File: src/rtl/dbg_run_pkg.sv
package dbg_run_pkg;
   // register byte offsets
   localparam logic [7:0] OFS_STATUS = 8'h00;
   localparam logic [7:0] OFS_RUNCTL = 8'h04;
   localparam logic [7:0] OFS_LKACC  = 8'h08;
   localparam logic [7:0] OFS_LKSTAT = 8'h0C;
   localparam logic [7:0] OFS_PWRSTAT = 8'h10;
   localparam logic [7:0] OFS_INSTR  = 8'h14;
   localparam logic [7:0] OFS_TXDATA = 8'h18;
   localparam logic [7:0] OFS_RXDATA = 8'h1C;

   // status/control bit positions
   localparam int unsigned ST_HALTED    = 0;
   localparam int unsigned ST_RESTARTED = 1;
   localparam int unsigned ST_CAUSE_LO  = 2;
   localparam int unsigned ST_INSTR_EN  = 13;
   localparam int unsigned ST_HDBG_EN   = 14;
   localparam int unsigned ST_INSTR_DONE = 24;
   localparam int unsigned ST_TX_FULL   = 29;
   localparam int unsigned ST_RX_FULL   = 30;
   localparam int unsigned LK_BIT_STAT  = 1;
   localparam int unsigned LK_BIT_PWR   = 5;
   localparam int unsigned RC_HALT      = 0;
   localparam int unsigned RC_RESTART   = 1;

   typedef enum logic [3:0] {
      SEL_STATUS, SEL_RUNCTL, SEL_LKACC, SEL_LKSTAT,
      SEL_PWRSTAT, SEL_INSTR, SEL_TXDATA, SEL_RXDATA, SEL_NONE
   } reg_sel_e;

   function automatic reg_sel_e decode_ofs(input logic [7:0] ofs);
      reg_sel_e s;
      case (ofs)
         OFS_STATUS:  s = SEL_STATUS;
         OFS_RUNCTL:  s = SEL_RUNCTL;
         OFS_LKACC:   s = SEL_LKACC;
         OFS_LKSTAT:  s = SEL_LKSTAT;
         OFS_PWRSTAT: s = SEL_PWRSTAT;
         OFS_INSTR:   s = SEL_INSTR;
         OFS_TXDATA:  s = SEL_TXDATA;
         OFS_RXDATA:  s = SEL_RXDATA;
         default:     s = SEL_NONE;
      endcase
      return s;
   endfunction
endpackage

File: src/rtl/dbg_os_lock.sv
module dbg_os_lock (
   input  logic clk,
   input  logic rst_n,
   input  logic acc_wr,
   input  logic acc_zero,
   output logic locked
);
   always_ff @(posedge clk) begin
      if (!rst_n)      locked <= 1'b1;
      else if (acc_wr) locked <= !acc_zero;
   end

   AST_LOCK_CLEARS: assert property (@(posedge clk) disable iff (!rst_n)
      (acc_wr && acc_zero) |=> !locked);
   AST_LOCK_SETS: assert property (@(posedge clk) disable iff (!rst_n)
      (acc_wr && !acc_zero) |=> locked);
endmodule

File: src/rtl/dbg_run_state.sv
module dbg_run_state #(
   parameter int unsigned CAUSE_W     = 4,
   parameter int unsigned SYNC_STAGES = 1,
   parameter logic [CAUSE_W-1:0] HALT_CAUSE = '0
) (
   input  logic               clk,
   input  logic               rst_n,
   input  logic               halt_wr,
   input  logic               restart_wr,
   input  logic               core_halted,
   input  logic [CAUSE_W-1:0] core_cause,
   output logic               halted,
   output logic               restarted,
   output logic [CAUSE_W-1:0] cause,
   output logic               halt_req,
   output logic               restart_req
);
   initial begin
      assert (SYNC_STAGES >= 1 && SYNC_STAGES <= 4);
      assert (CAUSE_W >= 1);
   end

   logic [SYNC_STAGES-1:0] sync_q;
   logic                   prev_q;
   logic                   enter_dbg;
   logic                   leave_dbg;

   generate
      if (SYNC_STAGES == 1) begin : g_sync_one
         always_ff @(posedge clk) begin
            if (!rst_n) sync_q <= '0;
            else        sync_q <= core_halted;
         end
      end else begin : g_sync_chain
         always_ff @(posedge clk) begin
            if (!rst_n) sync_q <= '0;
            else        sync_q <= {sync_q[SYNC_STAGES-2:0], core_halted};
         end
      end
   endgenerate

   assign halted    = sync_q[SYNC_STAGES-1];
   assign enter_dbg = halted && !prev_q;
   assign leave_dbg = !halted && prev_q;

   always_ff @(posedge clk) begin
      if (!rst_n) prev_q <= 1'b0;
      else        prev_q <= halted;
   end

   // halt request: accepted only while running
   always_ff @(posedge clk) begin
      if (!rst_n)
         halt_req <= 1'b0;
      else if (halted)
         halt_req <= 1'b0;
      else if (halt_wr)
         halt_req <= 1'b1;
   end

   // restart request: accepted only while halted
   always_ff @(posedge clk) begin
      if (!rst_n) begin
         restart_req <= 1'b0;
         restarted   <= 1'b1;
      end else if (leave_dbg) begin
         restart_req <= 1'b0;
         restarted   <= 1'b1;
      end else if (restart_wr && halted && !restart_req) begin
         restart_req <= 1'b1;
         restarted   <= 1'b0;
      end
   end

   // cause of the most recent debug entry
   always_ff @(posedge clk) begin
      if (!rst_n)
         cause <= '0;
      else if (enter_dbg)
         cause <= halt_req ? HALT_CAUSE : core_cause;
   end

   AST_HALT_REQ_DROPS: assert property (@(posedge clk) disable iff (!rst_n)
      (halted && halt_req) |=> !halt_req);
   AST_RESTART_ONLY_HALTED: assert property (@(posedge clk) disable iff (!rst_n)
      $rose(restart_req) |-> $past(halted));
   AST_RESTARTED_CLEARED: assert property (@(posedge clk) disable iff (!rst_n)
      $rose(restart_req) |-> !restarted);
   AST_HALT_ONLY_RUNNING: assert property (@(posedge clk) disable iff (!rst_n)
      $rose(halt_req) |-> !$past(halted));
endmodule

File: src/rtl/dbg_xfer.sv
module dbg_xfer #(
   parameter int unsigned DATA_W = 32
) (
   input  logic              clk,
   input  logic              rst_n,
   input  logic              itr_wr,
   input  logic              itr_allowed,
   input  logic [DATA_W-1:0] host_wdata,
   input  logic              itr_ack,
   input  logic              rx_wr,
   input  logic              rx_take,
   input  logic              tx_put,
   input  logic [DATA_W-1:0] tx_data,
   input  logic              tx_rd,
   output logic              itr_valid,
   output logic [DATA_W-1:0] itr_word,
   output logic              rx_full,
   output logic [DATA_W-1:0] rx_word,
   output logic              tx_full,
   output logic [DATA_W-1:0] tx_word
);
   logic itr_accept;
   logic rx_accept;
   logic tx_accept;

   assign itr_accept = itr_wr && itr_allowed && !itr_valid;
   assign rx_accept  = rx_wr && !rx_full;
   assign tx_accept  = tx_put && !tx_full;

   // instruction mailbox
   always_ff @(posedge clk) begin
      if (!rst_n) begin
         itr_valid <= 1'b0;
         itr_word  <= '0;
      end else if (itr_accept) begin
         itr_valid <= 1'b1;
         itr_word  <= host_wdata;
      end else if (itr_ack) begin
         itr_valid <= 1'b0;
      end
   end

   // host-to-core mailbox
   always_ff @(posedge clk) begin
      if (!rst_n) begin
         rx_full <= 1'b0;
         rx_word <= '0;
      end else if (rx_accept) begin
         rx_full <= 1'b1;
         rx_word <= host_wdata;
      end else if (rx_take) begin
         rx_full <= 1'b0;
      end
   end

   // core-to-host mailbox
   always_ff @(posedge clk) begin
      if (!rst_n) begin
         tx_full <= 1'b0;
         tx_word <= '0;
      end else if (tx_accept) begin
         tx_full <= 1'b1;
         tx_word <= tx_data;
      end else if (tx_rd) begin
         tx_full <= 1'b0;
      end
   end

   AST_ITR_ONLY_ALLOWED: assert property (@(posedge clk) disable iff (!rst_n)
      $rose(itr_valid) |-> $past(itr_allowed));
   AST_ITR_WORD_HELD: assert property (@(posedge clk) disable iff (!rst_n)
      (itr_valid && !itr_ack) |=> (itr_valid && $stable(itr_word)));
   AST_RX_HELD: assert property (@(posedge clk) disable iff (!rst_n)
      (rx_full && !rx_take) |=> (rx_full && $stable(rx_word)));
   AST_TX_EMPTIED: assert property (@(posedge clk) disable iff (!rst_n)
      (tx_full && tx_rd) |=> !tx_full);
endmodule

File: src/rtl/dbg_run_ctl.sv
module dbg_run_ctl
   import dbg_run_pkg::*;
#(
   parameter int unsigned DATA_W      = 32,
   parameter int unsigned ADDR_W      = 8,
   parameter int unsigned CAUSE_W     = 4,
   parameter int unsigned SYNC_STAGES = 1
) (
   input  logic               clk,
   input  logic               rst_n,
   input  logic               bus_wr,
   input  logic               bus_rd,
   input  logic [ADDR_W-1:0]  bus_addr,
   input  logic [DATA_W-1:0]  bus_wdata,
   output logic [DATA_W-1:0]  bus_rdata,
   input  logic               core_halted,
   input  logic [CAUSE_W-1:0] core_cause,
   input  logic               itr_ack,
   input  logic               rx_take,
   input  logic               tx_put,
   input  logic [DATA_W-1:0]  tx_data,
   output logic               halt_req,
   output logic               restart_req,
   output logic               hdbg_en,
   output logic               itr_valid,
   output logic [DATA_W-1:0]  itr_word,
   output logic               rx_full,
   output logic [DATA_W-1:0]  rx_word,
   output logic               tx_full
);
   localparam int unsigned CAUSE_HI = ST_CAUSE_LO + CAUSE_W - 1;

   initial begin
      assert (DATA_W >= 32);
      assert (ADDR_W == 8);
      assert (CAUSE_HI < ST_INSTR_EN);
   end

   reg_sel_e          sel;
   logic              locked;
   logic              wr_open;
   logic              instr_en;
   logic              halted;
   logic              restarted;
   logic [CAUSE_W-1:0] cause;
   logic [DATA_W-1:0] tx_word;
   logic [DATA_W-1:0] status_word;
   logic [DATA_W-1:0] read_mux;

   assign sel     = decode_ofs(bus_addr);
   assign wr_open = bus_wr && !locked;

   dbg_os_lock i_lock (
      .clk      (clk),
      .rst_n    (rst_n),
      .acc_wr   (bus_wr && sel == SEL_LKACC),
      .acc_zero (bus_wdata == '0),
      .locked   (locked)
   );

   dbg_run_state #(
      .CAUSE_W     (CAUSE_W),
      .SYNC_STAGES (SYNC_STAGES),
      .HALT_CAUSE  ('0)
   ) i_run (
      .clk         (clk),
      .rst_n       (rst_n),
      .halt_wr     (wr_open && sel == SEL_RUNCTL && bus_wdata[RC_HALT]),
      .restart_wr  (wr_open && sel == SEL_RUNCTL && bus_wdata[RC_RESTART]),
      .core_halted (core_halted),
      .core_cause  (core_cause),
      .halted      (halted),
      .restarted   (restarted),
      .cause       (cause),
      .halt_req    (halt_req),
      .restart_req (restart_req)
   );

   dbg_xfer #(.DATA_W(DATA_W)) i_xfer (
      .clk         (clk),
      .rst_n       (rst_n),
      .itr_wr      (wr_open && sel == SEL_INSTR),
      .itr_allowed (halted && instr_en),
      .host_wdata  (bus_wdata),
      .itr_ack     (itr_ack),
      .rx_wr       (wr_open && sel == SEL_RXDATA),
      .rx_take     (rx_take),
      .tx_put      (tx_put),
      .tx_data     (tx_data),
      .tx_rd       (bus_rd && !locked && sel == SEL_TXDATA),
      .itr_valid   (itr_valid),
      .itr_word    (itr_word),
      .rx_full     (rx_full),
      .rx_word     (rx_word),
      .tx_full     (tx_full),
      .tx_word     (tx_word)
   );

   // writable control bits of the status word
   always_ff @(posedge clk) begin
      if (!rst_n) begin
         instr_en <= 1'b0;
         hdbg_en  <= 1'b0;
      end else if (wr_open && sel == SEL_STATUS) begin
         instr_en <= bus_wdata[ST_INSTR_EN];
         hdbg_en  <= bus_wdata[ST_HDBG_EN];
      end
   end

   always_comb begin
      status_word                       = '0;
      status_word[ST_HALTED]            = halted;
      status_word[ST_RESTARTED]         = restarted;
      status_word[CAUSE_HI:ST_CAUSE_LO] = cause;
      status_word[ST_INSTR_EN]          = instr_en;
      status_word[ST_HDBG_EN]           = hdbg_en;
      status_word[ST_INSTR_DONE]        = !itr_valid;
      status_word[ST_TX_FULL]           = tx_full;
      status_word[ST_RX_FULL]           = rx_full;
   end

   always_comb begin
      read_mux = '0;
      case (sel)
         SEL_STATUS:  read_mux = status_word;
         SEL_LKSTAT:  read_mux[LK_BIT_STAT] = locked;
         SEL_PWRSTAT: read_mux[LK_BIT_PWR]  = locked;
         SEL_TXDATA:  read_mux = tx_word;
         default:     read_mux = '0;
      endcase
      if (locked && sel != SEL_LKSTAT && sel != SEL_PWRSTAT)
         read_mux = '0;
   end

   assign bus_rdata = read_mux;

   AST_LOCKED_CTL_STABLE: assert property (@(posedge clk) disable iff (!rst_n)
      (locked && bus_wr && sel == SEL_STATUS) |=> $stable(hdbg_en));
   AST_LOCKED_NO_HALT: assert property (@(posedge clk) disable iff (!rst_n)
      (locked && !halt_req) |=> !halt_req);
   AST_LOCKED_NO_ITR: assert property (@(posedge clk) disable iff (!rst_n)
      (locked && !itr_valid) |=> !itr_valid);
endmodule

File: config.mk
export PLATFORM = sky130hd
export DESIGN_NAME = dbg_run_ctl
export DESIGN_NICKNAME = d
export VERILOG_FILES = /design/src/rtl/dbg_run_pkg.sv /design/src/rtl/dbg_os_lock.sv /design/src/rtl/dbg_run_state.sv /design/src/rtl/dbg_xfer.sv /design/src/rtl/dbg_run_ctl.sv
export SDC_FILE = /design/constraint.sdc
export NUM_CORES = 1
export LEC_CHECK = 0
export CELL_PAD_IN_SITES_DETAIL_PLACEMENT = 1
export CELL_PAD_IN_SITES_GLOBAL_PLACEMENT = 1
export CORE_MARGIN = 1
export CORE_UTILIZATION = 30
export CTS_CLUSTER_SIZE = 20
export DETAILED_ROUTE_END_ITERATION = 8
export DONT_BUFFER_PORTS = 1
export PLACE_DENSITY_LB_ADDON = 0.1
export SLEW_MARGIN = 20
export SYNTH_ARGS = -nofsm -noshare
export SYNTH_HDL_FRONTEND = slang
export SYNTH_SLANG_ARGS = --single-unit
File: constraint.sdc
create_clock -name clk -period 3.53 [get_ports clk]
set_input_delay 0.1765 -clock clk [delete_from_list [all_inputs] [get_ports clk]]
set_output_delay 0.1765 -clock clk [all_outputs]
set_load 0.05 [all_outputs]
# Word level (Yosys, flattened, before mapping)
# Memory sizes are Yosys's and may differ from the RTL's.
# Index checks and enable logic that the tools add are counted.
word_totals:
  register_bits: 111
  rom_bits: 128
  inputBits: 84
  out_inout_bits: 102
  n_memories: 1
memory_table:
  columns: ["name", "depth", "word_bits", "rd", "rd_clocked_by_memory_dff", "write_ports", "line", "text"]
  rows:
  - ["(no name shown)", 32, 4, 1, 0, 0, "dbg_run_pkg.sv:33", "case (ofs)"]
op_classes:
  eq_ne: 9
  mux: 14
  bitwise_logic: 1
  n_reduce_logical: 37
op_table:
  columns: ["cell", "count"]
  rows:
  - ["$pmux 26 s2", 1]
  - ["$logic_not 32->1", 1]
  - ["$mux 32", 1]
  - ["$logic_and 1x1->1", 21]
  - ["$eq 4x3->1 const B", 4]
  - ["$eq 4x2->1 const B", 2]
  - ["$logic_not 1->1", 8]
  - ["$mux 4", 2]
  - ["$mux 1", 6]
  - ["$pmux 1 s3", 2]
  - ["$pmux 3 s2", 1]
  - ["$reduce_bool 2->1", 3]
  - ["$eq 4x1->1 const B", 1]
  - ["$logic_not 4->1", 1]
  - ["$ne 4x2->1 const B", 1]
  - ["$ne 4x3->1 const B", 1]
  - ["$reduce_or 2->1", 2]
  - ["$logic_not 3->1", 1]
  - ["$pmux 1 s2", 1]
  - ["$not 1->1", 1]

# Logic depth before layout (Yosys ltp)
depth:
  ltp_word: 7
  mapped_depth: 6

# Cells and area by module
# From an unflattened synthesis, not the netlist that was laid out.
unflattened:
  hier_cells: 585
  hier_area_um2: 5253.8
by_module_without_submodules:
  columns: ["mod", "n_inst", "cells_per_inst", "area_each_um2", "seq_area_each_um2"]
  rows:
  - ["dbg_xfer", 1, 433, 4085.2, 1981.9]
  - ["dbg_run_ctl", 1, 114, 799.5, 40.0]
  - ["dbg_run_state", 1, 34, 327.8, 180.2]
  - ["dbg_os_lock", 1, 4, 41.3, 20.0]

# Worst setup path after synthesis
# Ideal clock, no wire load.
synth_path:
  kind: "input-to-output"
  start: "input port bus_addr[0]"
  end: "output port bus_rdata[1]"
  t_arrival_ns: 3.416
  setup_slack_ns: -0.063
  stages: 5
  path_cell_list: "nor4_4 -> and3_1 -> clkbuf_1 -> a2bb2oi_1 -> a2111oi_0"
synth_via:
  elab_chain_cells: 6
  word_cells_on_any_way: 11
synth_lines:
  columns: ["element", "line", "text"]
  rows:
  - ["start, declared", "dbg_run_ctl.sv:13", "input logic [ADDR_W-1:0] bus_addr,"]
  - ["$mem_v2 32x4 (*)", null, null]
  - ["$mux 4 (*)", "dbg_run_pkg.sv:33", null]
  - ["branches (longest 3 deep; another with $eq 4x3->1)", null, null]
  - ["$mux 32 (*)", "dbg_run_ctl.sv:131", "if (locked && sel != SEL_LKSTAT && sel != SEL_PWRSTAT)"]
  - ["end, declared", "dbg_run_ctl.sv:15", "output logic [DATA_W-1:0] bus_rdata,"]
# Mark *: on every way between the ends.

# Worst setup path in the final report
layout_path:
  start: "register i_lock.locked"
  end: "output port bus_rdata[14]"
layout_via:
  elab_chain_cells: 3
layout_lines:
  columns: ["element", "line", "text"]
  rows:
  - ["start, declared", "dbg_os_lock.sv:6", "output logic locked"]
  - ["start signal, assigned", "dbg_os_lock.sv:10", "else if (acc_wr) locked <= !acc_zero;"]
  - ["$logic_and 1x1->1 (2 in series)", "dbg_run_ctl.sv:131", null]
  - ["$mux 32", "dbg_run_ctl.sv:131", null]
# No other way between the ends.

==> reports/metrics.yaml <==
status: "completed"
ys_warn_count: 0
synth_top_area_cell: "dfxtp_1"
syn_to_final_growth_pct: 24.40
final_common_cell: "nand2_1"
worstMarginPinSlew_ps: 906.0
worstPathMaxFanout: 24
viasPerCell: 4.957
rsz0062_at_grt: "no"
path_clk_slew_ps: 80
start_util_pct: 30.66
clock-sinks: 111
ys.flop_type: "dfxtp_1"
finalWorstSetupSlack_ps: 1141
ys_top_cells_by_area: "dfxtp_1 48%, mux2i_1 14%, nand2_1 13%"
finalSetupViolations: 0
cap_violations: 0
overflow: 0
drtPass1Iterations: 4
drcViolationCount: 0
vias: 3822
yosysUniqueCellTypes: 38
cp.arrival_ps: 2210
drtAntennaViolNets: 0
post-route-period-util_pct: 67.67
dp.final_hpwl_um: 9186
cts_buffers: 9
start_kind: "flop"
die_w_um: 126.6
boundaryPins: 186
place.gp.congestion: 0.7029
finalHoldViolations: 0
core_area_um2: 15200
synth_nets: 610
fin_util_pct: 38.14
slew-limit-headroom_pct: 39.49
p_comb_share_pct: 6.9
holdCritPathClass: "input pin to flop"
synth.ff_latch_count: 111
end_kind: "output pin"
async_flop_share_pct: 0
grt_max_degree: 112
antenna_found_initial: 0
final-instance-count-excl-fill: 771
max_freq_mhz: 418.6
clockRootBuffer: "clkbuf_16"
port_buffers: 0
intPower_w: 0.001868
cts_buffer_depth: 2
nNetsFinal: 662
report.final.slew_viol_count: 0
dpl_worst_slack_ps: 1475
ir_drop_mv: 0.2187
seqPwrFrac_pct: 52.3
core.rowCount: 45
placed_area_um2: 4850
grt_pass1_wl_um: 22570
cts_tree: "done"
drt-initial-drc-count: 127
synth_top_area_share_pct: 47.68
wirelength_um: 14440
final_cell_mix: "166 x nand2_1, 111 x dfxtp_1, 66 x mux2i_1, 63 x dlygate4sd3_1, 32 x a21boi_0"
synth.avg_cell_area_um2: 8.861
finClkSkew_ps: 8.365
synth-seq-area-share_pct: 47.68
critical_path_class: "flop to output pin"
diodes: 0
postCtsSetupBuffers: 0
drive_gt1_share_pct: 6.861
fin_crit_ps: 2389
crit_required_ps: 3350
power_density_nw_per_um2: 426.1
p_switching_w: 0.0006026
insertion_delay_ps: 350
dp.cells: 691
cts_max_level: 3
wl_per_cell_um: 18.73
synthesis.area_um2: 4661
cts_resized: 0
dieHeight_um: 126.6
die_area_um2: 16040
synth_cells: 526
grt_pass1_vias: 4070
finalInstanceArea_um2: 5798
netSwitchingFraction_pct: 24.39
leakagePower_nw: 2.085
p_clk_share_pct: 40.8
setup_tns_ps: 0
synth-edff-count: 0
groute.usage.overall_pct: 18.35
synthesized netlist by cell type, types with 3 or more instances:
library cell and instances:
clkbuf_1 31, nor4_1 7, a21boi_0 32, and2_1 3, mux2i_1 66, a22oi_1 9
nand2_1 166, inv_1 3, buf_6 3, dfxtp_1 111, a21oi_1 5, nor2_1 16
buf_4 3, o21ai_0 4, nand2b_1 4, nor3b_1 6, and3_1 23, nor2b_1 8
per-layer routing:
metal	track usage, %	wire [um]	vias up
li1	-	-	1883
met1	22.68	6395	1800
met2	29.93	6775	127
met3	6.453	1072	12
met4	5.599	195	0
met5	0	0	-
flip-flops by register name, indices dropped and copies added, names as in the netlist:
register	cells
i_run.restarted	1
i_xfer.itr_word	32
i_xfer.rx_word	32
hdbg_en	1
i_xfer.tx_full	1
i_run.halted	1
i_run.cause	4
i_run.prev_q	1
i_xfer.tx_word	32
i_run.restart_req	1
i_lock.locked	1
i_run.halt_req	1
i_xfer.rx_full	1
i_xfer.itr_valid	1
instr_en	1
power by group through the flow:
stage                     Sequential, W  Clock [W]  Combinational (W)
after floorplan                 0.00132          0          0.0000880
after global placement          0.00132          0          0.0000851
after detailed placement        0.00132          0          0.0000884
after CTS                       0.00129    0.00105           0.000172
after global routing            0.00130    0.00111           0.000190
final                           0.00129    0.00101           0.000170
per-stage QoR:
stage	hold slack [ps]	total power (W)
floorplan	303.8	0.001405
global placement	312.1	0.001406
detailed placement	319.1	0.001411
CTS	0.3273	0.002518
global route	0.2026	0.002597
finish	6.025	0.002471
worst paths after layout:
path	start	endpoint	slack, ps	cells after the start
setup / recovery	i_lock.locked$_SDFFE_PN1P_	bus_rdata[14]	1140	4
hold reg to reg	i_xfer.tx_word[8]$_SDFFE_PN0P_	i_xfer.tx_word[8]$_SDFFE_PN0P_	470	2
setup reg to reg	i_lock.locked$_SDFFE_PN1P_	i_xfer.itr_word[18]$_SDFFE_PN0P_	1560	5
hold / removal	bus_wdata[3]	i_xfer.itr_word[3]$_SDFFE_PN0P_	6	2
critical path, cell delays in order, from the launching register on:
cell and delay [ps]:
dfxtp_1 450, inv_1 340, a21oi_1 710, nor2_1 130, buf_4 230
kinds of logic after synthesis:
group | count (synthesis) | share of synthesized area, %
AND/OR/NAND/NOR | 246 | 24.46
multiplexers | 66 | 14.17
flip-flops | 111 | 47.68
AO/OA/AOI/OAI | 62 | 9.638
buffers and inverters | 41 | 4.053
area by class of cell:
| cell class | instances | area [um2] |
|---|---|---|
| Clock inverter | 6 | 51.30 |
| Fill cell | 1735 | 9404 |
| Tap cell | 188 | 235.2 |
| Multi-Input combinational cell | 374 | 2268 |
| Sequential cell | 111 | 2222 |
| Timing Repair Buffer | 79 | 770.7 |
| Clock buffer | 10 | 239.0 |
| Inverter | 3 | 11.26 |
what timing repair did:
action                                 4_1_cts  5_1_grt
setup endpoints to repair                    0        0
hold buffers                                64        0
endpoints found under the hold margin      108        0
Power figures use the tool's default switching activity.
